`src/rtl/colwrap_pkg.sv`:
```
// Package: shared collision-mode encoding for the RAM wrapper.
// Assumes: all wrapper modules import this encoding unchanged.
package colwrap_pkg;
    // Encoding is part of the interface: 0 read-first, 1 write-first, 2 undefined.
    typedef enum logic [1:0] {
        COL_READ_FIRST  = 2'd0,
        COL_WRITE_FIRST = 2'd1,
        COL_UNDEFINED   = 2'd2
    } col_mode_e;
endpackage

```
`src/rtl/cw_storage.sv`:
```
// Module: bare simple dual-port storage with per-lane write enables and a
// one-cycle registered read. A read that meets a write to the same word in
// the same cycle returns POISON in every lane being written (undefined result).
// Assumes: one clock; the array itself is not reset.
module cw_storage #(
    parameter int ADDR_W = 4,
    parameter int LANES  = 4,
    parameter int LANE_W = 8,
    parameter logic [LANE_W-1:0] POISON = '1
) (
    input  logic                      clk,
    input  logic                      rst_n,
    input  logic                      we,
    input  logic [ADDR_W-1:0]         waddr,
    input  logic [LANES*LANE_W-1:0]   wdata,
    input  logic [LANES-1:0]          wbe,
    input  logic                      re,
    input  logic [ADDR_W-1:0]         raddr,
    output logic [LANES*LANE_W-1:0]   rdata
);
    localparam int DEPTH  = 1 << ADDR_W;
    localparam int DATA_W = LANES * LANE_W;

    logic [DATA_W-1:0] mem [DEPTH];
    logic              same_word;

    assign same_word = we && (waddr == raddr);

    // Write the enabled lanes of the addressed word.
    always_ff @(posedge clk) begin
        for (int l = 0; l < LANES; l++) begin
            if (we && wbe[l])
                mem[waddr][l*LANE_W +: LANE_W] <= wdata[l*LANE_W +: LANE_W];
        end
    end

    // Load the read register; colliding written lanes come back poisoned.
    always_ff @(posedge clk) begin
        if (!rst_n) begin
            rdata <= '0;
        end else if (re) begin
            for (int l = 0; l < LANES; l++) begin
                if (same_word && wbe[l])
                    rdata[l*LANE_W +: LANE_W] <= POISON;
                else
                    rdata[l*LANE_W +: LANE_W] <= mem[raddr][l*LANE_W +: LANE_W];
            end
        end
    end
endmodule

```
`src/rtl/cw_write_stage.sv`:
```
// Module: shapes the write that reaches the storage and the bypass source.
// Read-first: every write is held one cycle, so a same-cycle read still sees
// the old word and the held write is forwarded to later reads.
// Other modes: the write passes straight through.
// Assumes: the mode is fixed at build time.
module cw_write_stage #(
    parameter int ADDR_W = 4,
    parameter int LANES  = 4,
    parameter int LANE_W = 8,
    parameter colwrap_pkg::col_mode_e MODE = colwrap_pkg::COL_WRITE_FIRST
) (
    input  logic                      clk,
    input  logic                      rst_n,
    input  logic                      in_en,
    input  logic [ADDR_W-1:0]         in_addr,
    input  logic [LANES*LANE_W-1:0]   in_data,
    input  logic [LANES-1:0]          in_be,
    output logic                      out_en,
    output logic [ADDR_W-1:0]         out_addr,
    output logic [LANES*LANE_W-1:0]   out_data,
    output logic [LANES-1:0]          out_be
);
    localparam bit DEFER  = (MODE == colwrap_pkg::COL_READ_FIRST);
    localparam int DATA_W = LANES * LANE_W;

    logic              hold_en;
    logic [ADDR_W-1:0] hold_addr;
    logic [DATA_W-1:0] hold_data;
    logic [LANES-1:0]  hold_be;

    // Capture the incoming write for one cycle of deferral.
    always_ff @(posedge clk) begin
        if (!rst_n) begin
            hold_en   <= 1'b0;
            hold_addr <= '0;
            hold_data <= '0;
            hold_be   <= '0;
        end else begin
            hold_en   <= in_en;
            hold_addr <= in_addr;
            hold_data <= in_data;
            hold_be   <= in_be;
        end
    end

    // Choose deferred or direct write according to the mode.
    always_comb begin
        out_en   = DEFER ? hold_en   : in_en;
        out_addr = DEFER ? hold_addr : in_addr;
        out_data = DEFER ? hold_data : in_data;
        out_be   = DEFER ? hold_be   : in_be;
    end
endmodule

```
`src/rtl/cw_fwd_merge.sv`:
```
// Module: bypass path. When a read hits the word being written by the
// source write, it registers a per-lane hit mask and the source data, then
// overrides those lanes of the raw storage result in the following cycle.
// Assumes: raw comes from a register loaded under the same read enable.
module cw_fwd_merge #(
    parameter int ADDR_W = 4,
    parameter int LANES  = 4,
    parameter int LANE_W = 8,
    parameter colwrap_pkg::col_mode_e MODE = colwrap_pkg::COL_WRITE_FIRST
) (
    input  logic                      clk,
    input  logic                      rst_n,
    input  logic                      rd_en,
    input  logic [ADDR_W-1:0]         rd_addr,
    input  logic                      src_en,
    input  logic [ADDR_W-1:0]         src_addr,
    input  logic [LANES*LANE_W-1:0]   src_data,
    input  logic [LANES-1:0]          src_be,
    input  logic [LANES*LANE_W-1:0]   raw,
    output logic [LANES*LANE_W-1:0]   rd_data
);
    localparam bit BYPASS = (MODE != colwrap_pkg::COL_UNDEFINED);
    localparam int DATA_W = LANES * LANE_W;

    logic              hit_now;
    logic [LANES-1:0]  lane_hit;
    logic [DATA_W-1:0] fwd_data;

    assign hit_now = BYPASS && src_en && (src_addr == rd_addr);

    // Record which lanes to override, only on an accepted read.
    always_ff @(posedge clk) begin
        if (!rst_n) begin
            lane_hit <= '0;
            fwd_data <= '0;
        end else if (rd_en) begin
            lane_hit <= hit_now ? src_be : '0;
            fwd_data <= src_data;
        end
    end

    // Per-lane select between forwarded and stored data.
    for (genvar g = 0; g < LANES; g++) begin : g_lane
        assign rd_data[g*LANE_W +: LANE_W] =
            lane_hit[g] ? fwd_data[g*LANE_W +: LANE_W] : raw[g*LANE_W +: LANE_W];
    end
endmodule

```
`src/rtl/ram_collide_wrap.sv`:
```
// Module: top of the collision-mode wrapper. Joins the write stage, the
// bare storage and the bypass merge. MODE 0 read-first, 1 write-first,
// 2 undefined collision.
// Assumes: one clock for both ports; 32-bit words in four 8-bit lanes.
module ram_collide_wrap #(
    parameter int ADDR_W = 4,
    parameter int LANES  = 4,
    parameter int LANE_W = 8,
    parameter colwrap_pkg::col_mode_e MODE = colwrap_pkg::COL_WRITE_FIRST
) (
    input  logic                      clk,
    input  logic                      rst_n,
    input  logic                      wr_en,
    input  logic [ADDR_W-1:0]         wr_addr,
    input  logic [LANES*LANE_W-1:0]   wr_data,
    input  logic [LANES-1:0]          wr_be,
    input  logic                      rd_en,
    input  logic [ADDR_W-1:0]         rd_addr,
    output logic [LANES*LANE_W-1:0]   rd_data
);
    localparam int DATA_W = LANES * LANE_W;

    logic              st_en;
    logic [ADDR_W-1:0] st_addr;
    logic [DATA_W-1:0] st_data;
    logic [LANES-1:0]  st_be;
    logic [DATA_W-1:0] raw_q;

    cw_write_stage #(.ADDR_W(ADDR_W), .LANES(LANES), .LANE_W(LANE_W), .MODE(MODE)) u_wstage (
        .clk(clk), .rst_n(rst_n),
        .in_en(wr_en), .in_addr(wr_addr), .in_data(wr_data), .in_be(wr_be),
        .out_en(st_en), .out_addr(st_addr), .out_data(st_data), .out_be(st_be)
    );

    cw_storage #(.ADDR_W(ADDR_W), .LANES(LANES), .LANE_W(LANE_W)) u_store (
        .clk(clk), .rst_n(rst_n),
        .we(st_en), .waddr(st_addr), .wdata(st_data), .wbe(st_be),
        .re(rd_en), .raddr(rd_addr), .rdata(raw_q)
    );

    cw_fwd_merge #(.ADDR_W(ADDR_W), .LANES(LANES), .LANE_W(LANE_W), .MODE(MODE)) u_merge (
        .clk(clk), .rst_n(rst_n),
        .rd_en(rd_en), .rd_addr(rd_addr),
        .src_en(st_en), .src_addr(st_addr), .src_data(st_data), .src_be(st_be),
        .raw(raw_q), .rd_data(rd_data)
    );
endmodule

```
`config.mk`:
```
export PLATFORM = sky130hd
export DESIGN_NAME = ram_collide_wrap
export DESIGN_NICKNAME = d
export VERILOG_FILES = /design/src/rtl/colwrap_pkg.sv /design/src/rtl/cw_storage.sv /design/src/rtl/cw_write_stage.sv /design/src/rtl/cw_fwd_merge.sv /design/src/rtl/ram_collide_wrap.sv
export SDC_FILE = /design/constraint.sdc
export NUM_CORES = 1
export LEC_CHECK = 0
export BUFFER_PORTS_ARGS = -buffer_cell sky130_fd_sc_hd__buf_2
export CAP_MARGIN = 20
export CORE_UTILIZATION = 59
export CTS_BUF_LIST = sky130_fd_sc_hd__clkbuf_2
export DETAILED_ROUTE_END_ITERATION = 16
export PLACE_DENSITY = 0.76
export SETUP_SLACK_MARGIN = 0.15
export SYNTH_ARGS = -nofsm -noshare
export SYNTH_HDL_FRONTEND = slang
export SYNTH_HIERARCHICAL = 1
export SYNTH_SLANG_ARGS = --single-unit
```
`constraint.sdc`:
```
create_clock -name clk -period 4 [get_ports clk]
set_input_delay 0.8 -clock clk [delete_from_list [all_inputs] [get_ports clk]]
set_output_delay 0.8 -clock clk [all_outputs]
set_load 0.01 [all_outputs]
```
* Yosys cells after proc, flatten, opt, wreduce, memory -nomap -nowiden
Memories as Yosys holds them, arrays and structs flattened.
Index checks and enable logic that the tools add are counted.
** Word-level totals
- Input bits :: 48
- Flip-flop bits (word level) :: 68
- Output and inout bits :: 32
- Memory bits (writable) :: 512
- Memories kept :: 1
- Logic and storage cells :: 31
** Cells by class
- Reduce and logical (&&, ||, !) cells :: 9
- Eq/ne operators :: 1
- Muxes and demuxes :: 17
** Memories
- u_store.mem :: depth 16, width 32, read ports 1, clocked after Yosys merged registers in 0, write ports 1, line cw_storage.sv:24 : logic [DATA_W-1:0] mem [DEPTH];
** Operator list (count)
- 8-bit two-way mux :: 8
- 1-bit logical AND :: 9
- 1-bit two-way mux :: 8
- 4-bit == test :: 1
- 4-bit two-way mux :: 1

* Depth between registers and ports, before layout
- Depth in word-level cells :: 4
- Mapped depth :: 7
- Mapped depth without buffers :: 4

* Cells and area by module
Netlist, hierarchy kept.
** Modules (own cells, without submodules)
- cw_storage :: seq. area each 16015.4 um^2, area an instance 21211.6 um^2, cells an instance 1301, instances 1
- cw_fwd_merge :: seq. area each 720.7 um^2, area an instance 1819.2 um^2, cells an instance 162, instances 1
- cw_write_stage :: seq. area each 0.0 um^2, area an instance 307.8 um^2, cells an instance 41, instances 1

* Least setup slack after synthesis
Ideal clock, no wire load.
- Kind :: input to register
- Start :: input port wr_addr[0]
- End :: memory u_store/mem[13][0] in the netlist's numbering, enable pin
- Path buffers :: 2
- Arrival :: 1.941 ns
- Library setup time :: 0.370 ns
- Cell stages on the path :: 5
- Required time :: 3.630 ns
- Path slack :: 1.689 ns
- Path through :: buf_4 -> clkbuf_1 -> nor2b_1 -> nand3_1 -> nor2_1
** RTL lines
- from (decl) :: line ram_collide_wrap.sv:14 : input logic [ADDR_W-1:0] wr_addr,
- to (decl) :: line cw_storage.sv:24
No word-level cell before the write port.

* Worst setup path after layout
- Start :: register u_merge.lane_hit[1]
- End :: output port rd_data[11]
** On the way
- Longest elaborated chain between the ends :: 1
** Ends and longest elaborated chain
- from (decl) :: line cw_fwd_merge.sv:26 : logic [LANES-1:0] lane_hit;
- from (signal assigned) :: line cw_fwd_merge.sv:37 : lane_hit <= hit_now ? src_be : '0;
- 8-bit two-way mux :: line cw_fwd_merge.sv:45 : lane_hit[g] ? fwd_data[g*LANE_W +: LANE_W] : raw[g*LANE_W +: LANE_W];
- to (decl) :: line ram_collide_wrap.sv:19 : output logic [LANES*LANE_W-1:0] rd_data
Every way passes these cells.

==> out/qor.csv <==
stage,metric,value,unit
timing,worst_slew_pin_slew,1.05,ns
drt,post-route-drc-count,0,
synth,yosysMostFrequentCell,edfxtp_1,
synth,synth_area_leaders,"edfxtp_1 (66%), mux2i_1 (12%), dfxtp_1 (5.8%), a22oi_1 (2.1%), nand2_1 (1.8%)",
setup_path,path_class,reg -> out,
synth,synthTopCellsByCount,"edfxtp_1 (512), mux2i_1 (288), nand2_1 (113), dfxtp_1 (68), nor2_1 (67)",
pwr,switchingPower,0.00274,W
synth,ys.flop_type,edfxtp_1,
global_route,grt_pass1_wl,76400,um
final_layout,drive_above_1_share,0.213,
clocking,cts.sinks,580,
clocking,clock_latency,1.02,ns
place,placed_area,23700,um^2
global_route,grt_max_degree,72,
final_layout,final_core_util,0.648,
synth,yosysWarnings,6,
synth,synth_top_area_frac,0.659,
synth,ys_types,26,
global_route,grt_overflow,0,
synth,ys_async_sr_fraction,0,
pwr,powerDensity,454,nW/um^2
global_route,grt.total_usage,0.252,
timing,drv_slew,0,
pwr,leakagePower,9.25,nW
timing,fmax,321,MHz
clocking,clockBufferDepth,3,
drt,wire_per_inst,22.5,um
place,place.port_buffers,79,
setup_path,worstPathArrival,2.32,ns
drt,ant_nets,0,
final_layout,fin_area,25100,um^2
timing,setup_slack,0.883,ns
timing,grt_setup_unrepaired,no,
outcome,status,"finished, final reports clean",
clocking,htree_levels,4,
final_layout,syn_to_final_growth,7.74,%
timing,setup_violations,0,
synth,netlist_area,23300,um^2
run,maxCapViolCount,0,
hold_path,hold_path_class,in -> reg,
setup_path,crit_path_start_kind,register,
pwr,p_comb_frac,0.063,
floorplan,coreArea,38800,um^2
setup_path,critPathMaxFanout,9,
synth,synth_cells,1504,
timing,slew_headroom,0.301,
timing,finClkSkew,0.0648,ns
place,place.gp.congestion,0.812,
clocking,cts_tree,done,
clocking,root_buffer,clkbuf_2,
synth,yosys.area.top_type,edfxtp_1,
floorplan,die-area,40400,um^2
drt,first_iter_violations,1334,
pwr,pwr-share-seq,0.589,
pwr,ir_drop,249,uV
setup_path,setup.worst_path.end_class,primary output,
timing,tns,0,ns
drt,vias,13300,
place,pre_cts_ws,1.23,ns
timing,finalCritPeriodShare,0.779,
drt,detail_route.first_pass.iterations,6,
pwr,clkPwrFrac,0.348,
global_route,grt_pass1_vias,13300,
pwr,p_int,0.00869,W
pwr,totalPowerFinal,0.0114,W
timing,hold_viol,0,
drt,finalWirelength,50500,um
pwr,p_sw_frac,0.239,
synth,yosys_register_bits,580,
clocking,clk_pin_slew,0.09,ns
floorplan,row_count,72,
floorplan,die_h,201,um
global_route,antenna_found_initial,1,
synth,syn_area_per_cell,15.5,um^2
final_layout,fill_cells,2730,
timing,period_minus_slack,3.12,ns
setup_path,crit_required,3.20,ns
place,hpwlAfterDp,29800,um
floorplan,start_util,0.601,
drt,via_per_inst,5.90,
clocking,cts_buffers,141,
floorplan,io_pins,80,
floorplan,die_x,201,um
final_layout,fin_nets,1666,
synth,syn-num-nets,1552,
synth,synth_edf_count,512,
synth,synth_sequential_area_ratio,0.717,
-- flip-flops by register name (all words and copies together) (netlist names) --
name              flops
u_store/mem         512
u_merge/fwd_data     32
u_store/rdata        32
u_merge/lane_hit      4
-- critical path, cell delays in order, from the launching register on --
cell and delay [ns]:
dfxtp_1 0.76, mux2_2 0.42, buf_2 0.14
-- final timing paths --
path	start	to	slack, ns	cells past startpoint
worst max-delay path	u_merge/lane_hit[1]	rd_data[11]	0.88	2
worst min register to register	u_merge/fwd_data[30]	u_merge/fwd_data[30]	0.52	2
worst min-delay path	wr_be[1]	u_merge/lane_hit[1]	0.12	3
worst max register to register	u_store/mem[9][8]	u_store/rdata[8]	2.78	4
-- power groups by stage --
stage                     sequential (W)  combinational, W  clock (W)
final                            0.00672          0.000719    0.00398
after global routing             0.00674          0.000771    0.00438
after CTS                        0.00672          0.000714    0.00408
after detailed placement         0.00686          0.000710          0
after global placement           0.00686          0.000695          0
after floorplan                  0.00684          0.000530          0
-- metrics by stage --
step	hold slack, ns	cells
finish	0.124	2250
detailed placement	0.498	1988
global placement	0.489	1988
floorplan	0.477	1504
global route	0.0127	2250
CTS	0.00448	2246
-- cell type report --
| type | instances | area, um^2 | share of cell area |
|---|---|---|---|
| diodes | 1 | 2.50 | 0.0000995 |
| clock buffers | 216 | 1080 | 0.0430 |
| clock inverters | 40 | 294 | 0.0117 |
| multi-input cells | 793 | 5750 | 0.229 |
| flip-flops and latches | 580 | 16700 | 0.666 |
| well taps | 518 | 648 | 0.0258 |
| repair buffers | 102 | 633 | 0.0252 |
-- repair_timing --
item / CTS / global route
resized for setup: 0 / 0
hold buffers: 2 / 1
setup buffers: 0 / 0
endpoints found under the hold margin: 2 / 1
-- routing by layer --
metal  GRT usage  up-vias  part of all wire  wire, um
met5           0        -                 0         0
met4      0.0853        0             0.018       920
met3      0.0747       77             0.094      4770
met2       0.408      653              0.49     24700
met1       0.327     6521              0.40     20100
li1            -     6020                 -         -
-- cell usage in the layout, fill, tap and decap left out, types with 2 or more instances in the layout --
| cell | count |
|---|---|
| a21oi_1 | 32 |
| a22oi_1 | 64 |
| a31oi_1 | 32 |
| buf_12 | 3 |
| buf_2 | 77 |
| buf_4 | 16 |
| buf_6 | 2 |
| bufinv_16 | 5 |
| clkbuf_2 | 216 |
| clkinv_1 | 24 |
| clkinv_2 | 4 |
| clkinvlp_4 | 2 |
| dfxtp_1 | 68 |
| dlygate4sd3_1 | 3 |
| edfxtp_1 | 512 |
| inv_2 | 5 |
| mux2_2 | 32 |
| mux2i_1 | 288 |
| nand2_1 | 113 |
| nand3_1 | 38 |
| nand4_1 | 39 |
| nor2_1 | 66 |
| nor2b_1 | 36 |
| nor2b_4 | 2 |
| o21a_1 | 4 |
| o21ai_0 | 32 |
| o21ai_1 | 4 |
| xnor2_1 | 8 |
-- cells by family after synthesis --
kind of cell	Yosys count	synth area share
compound gates	168	0.0450
mux	320	0.139
flops	580	0.717
buf+inv	131	0.0375
simple gates	297	0.0584
xor+xnor	8	0.00300
(Power assumes the default switching activity.)
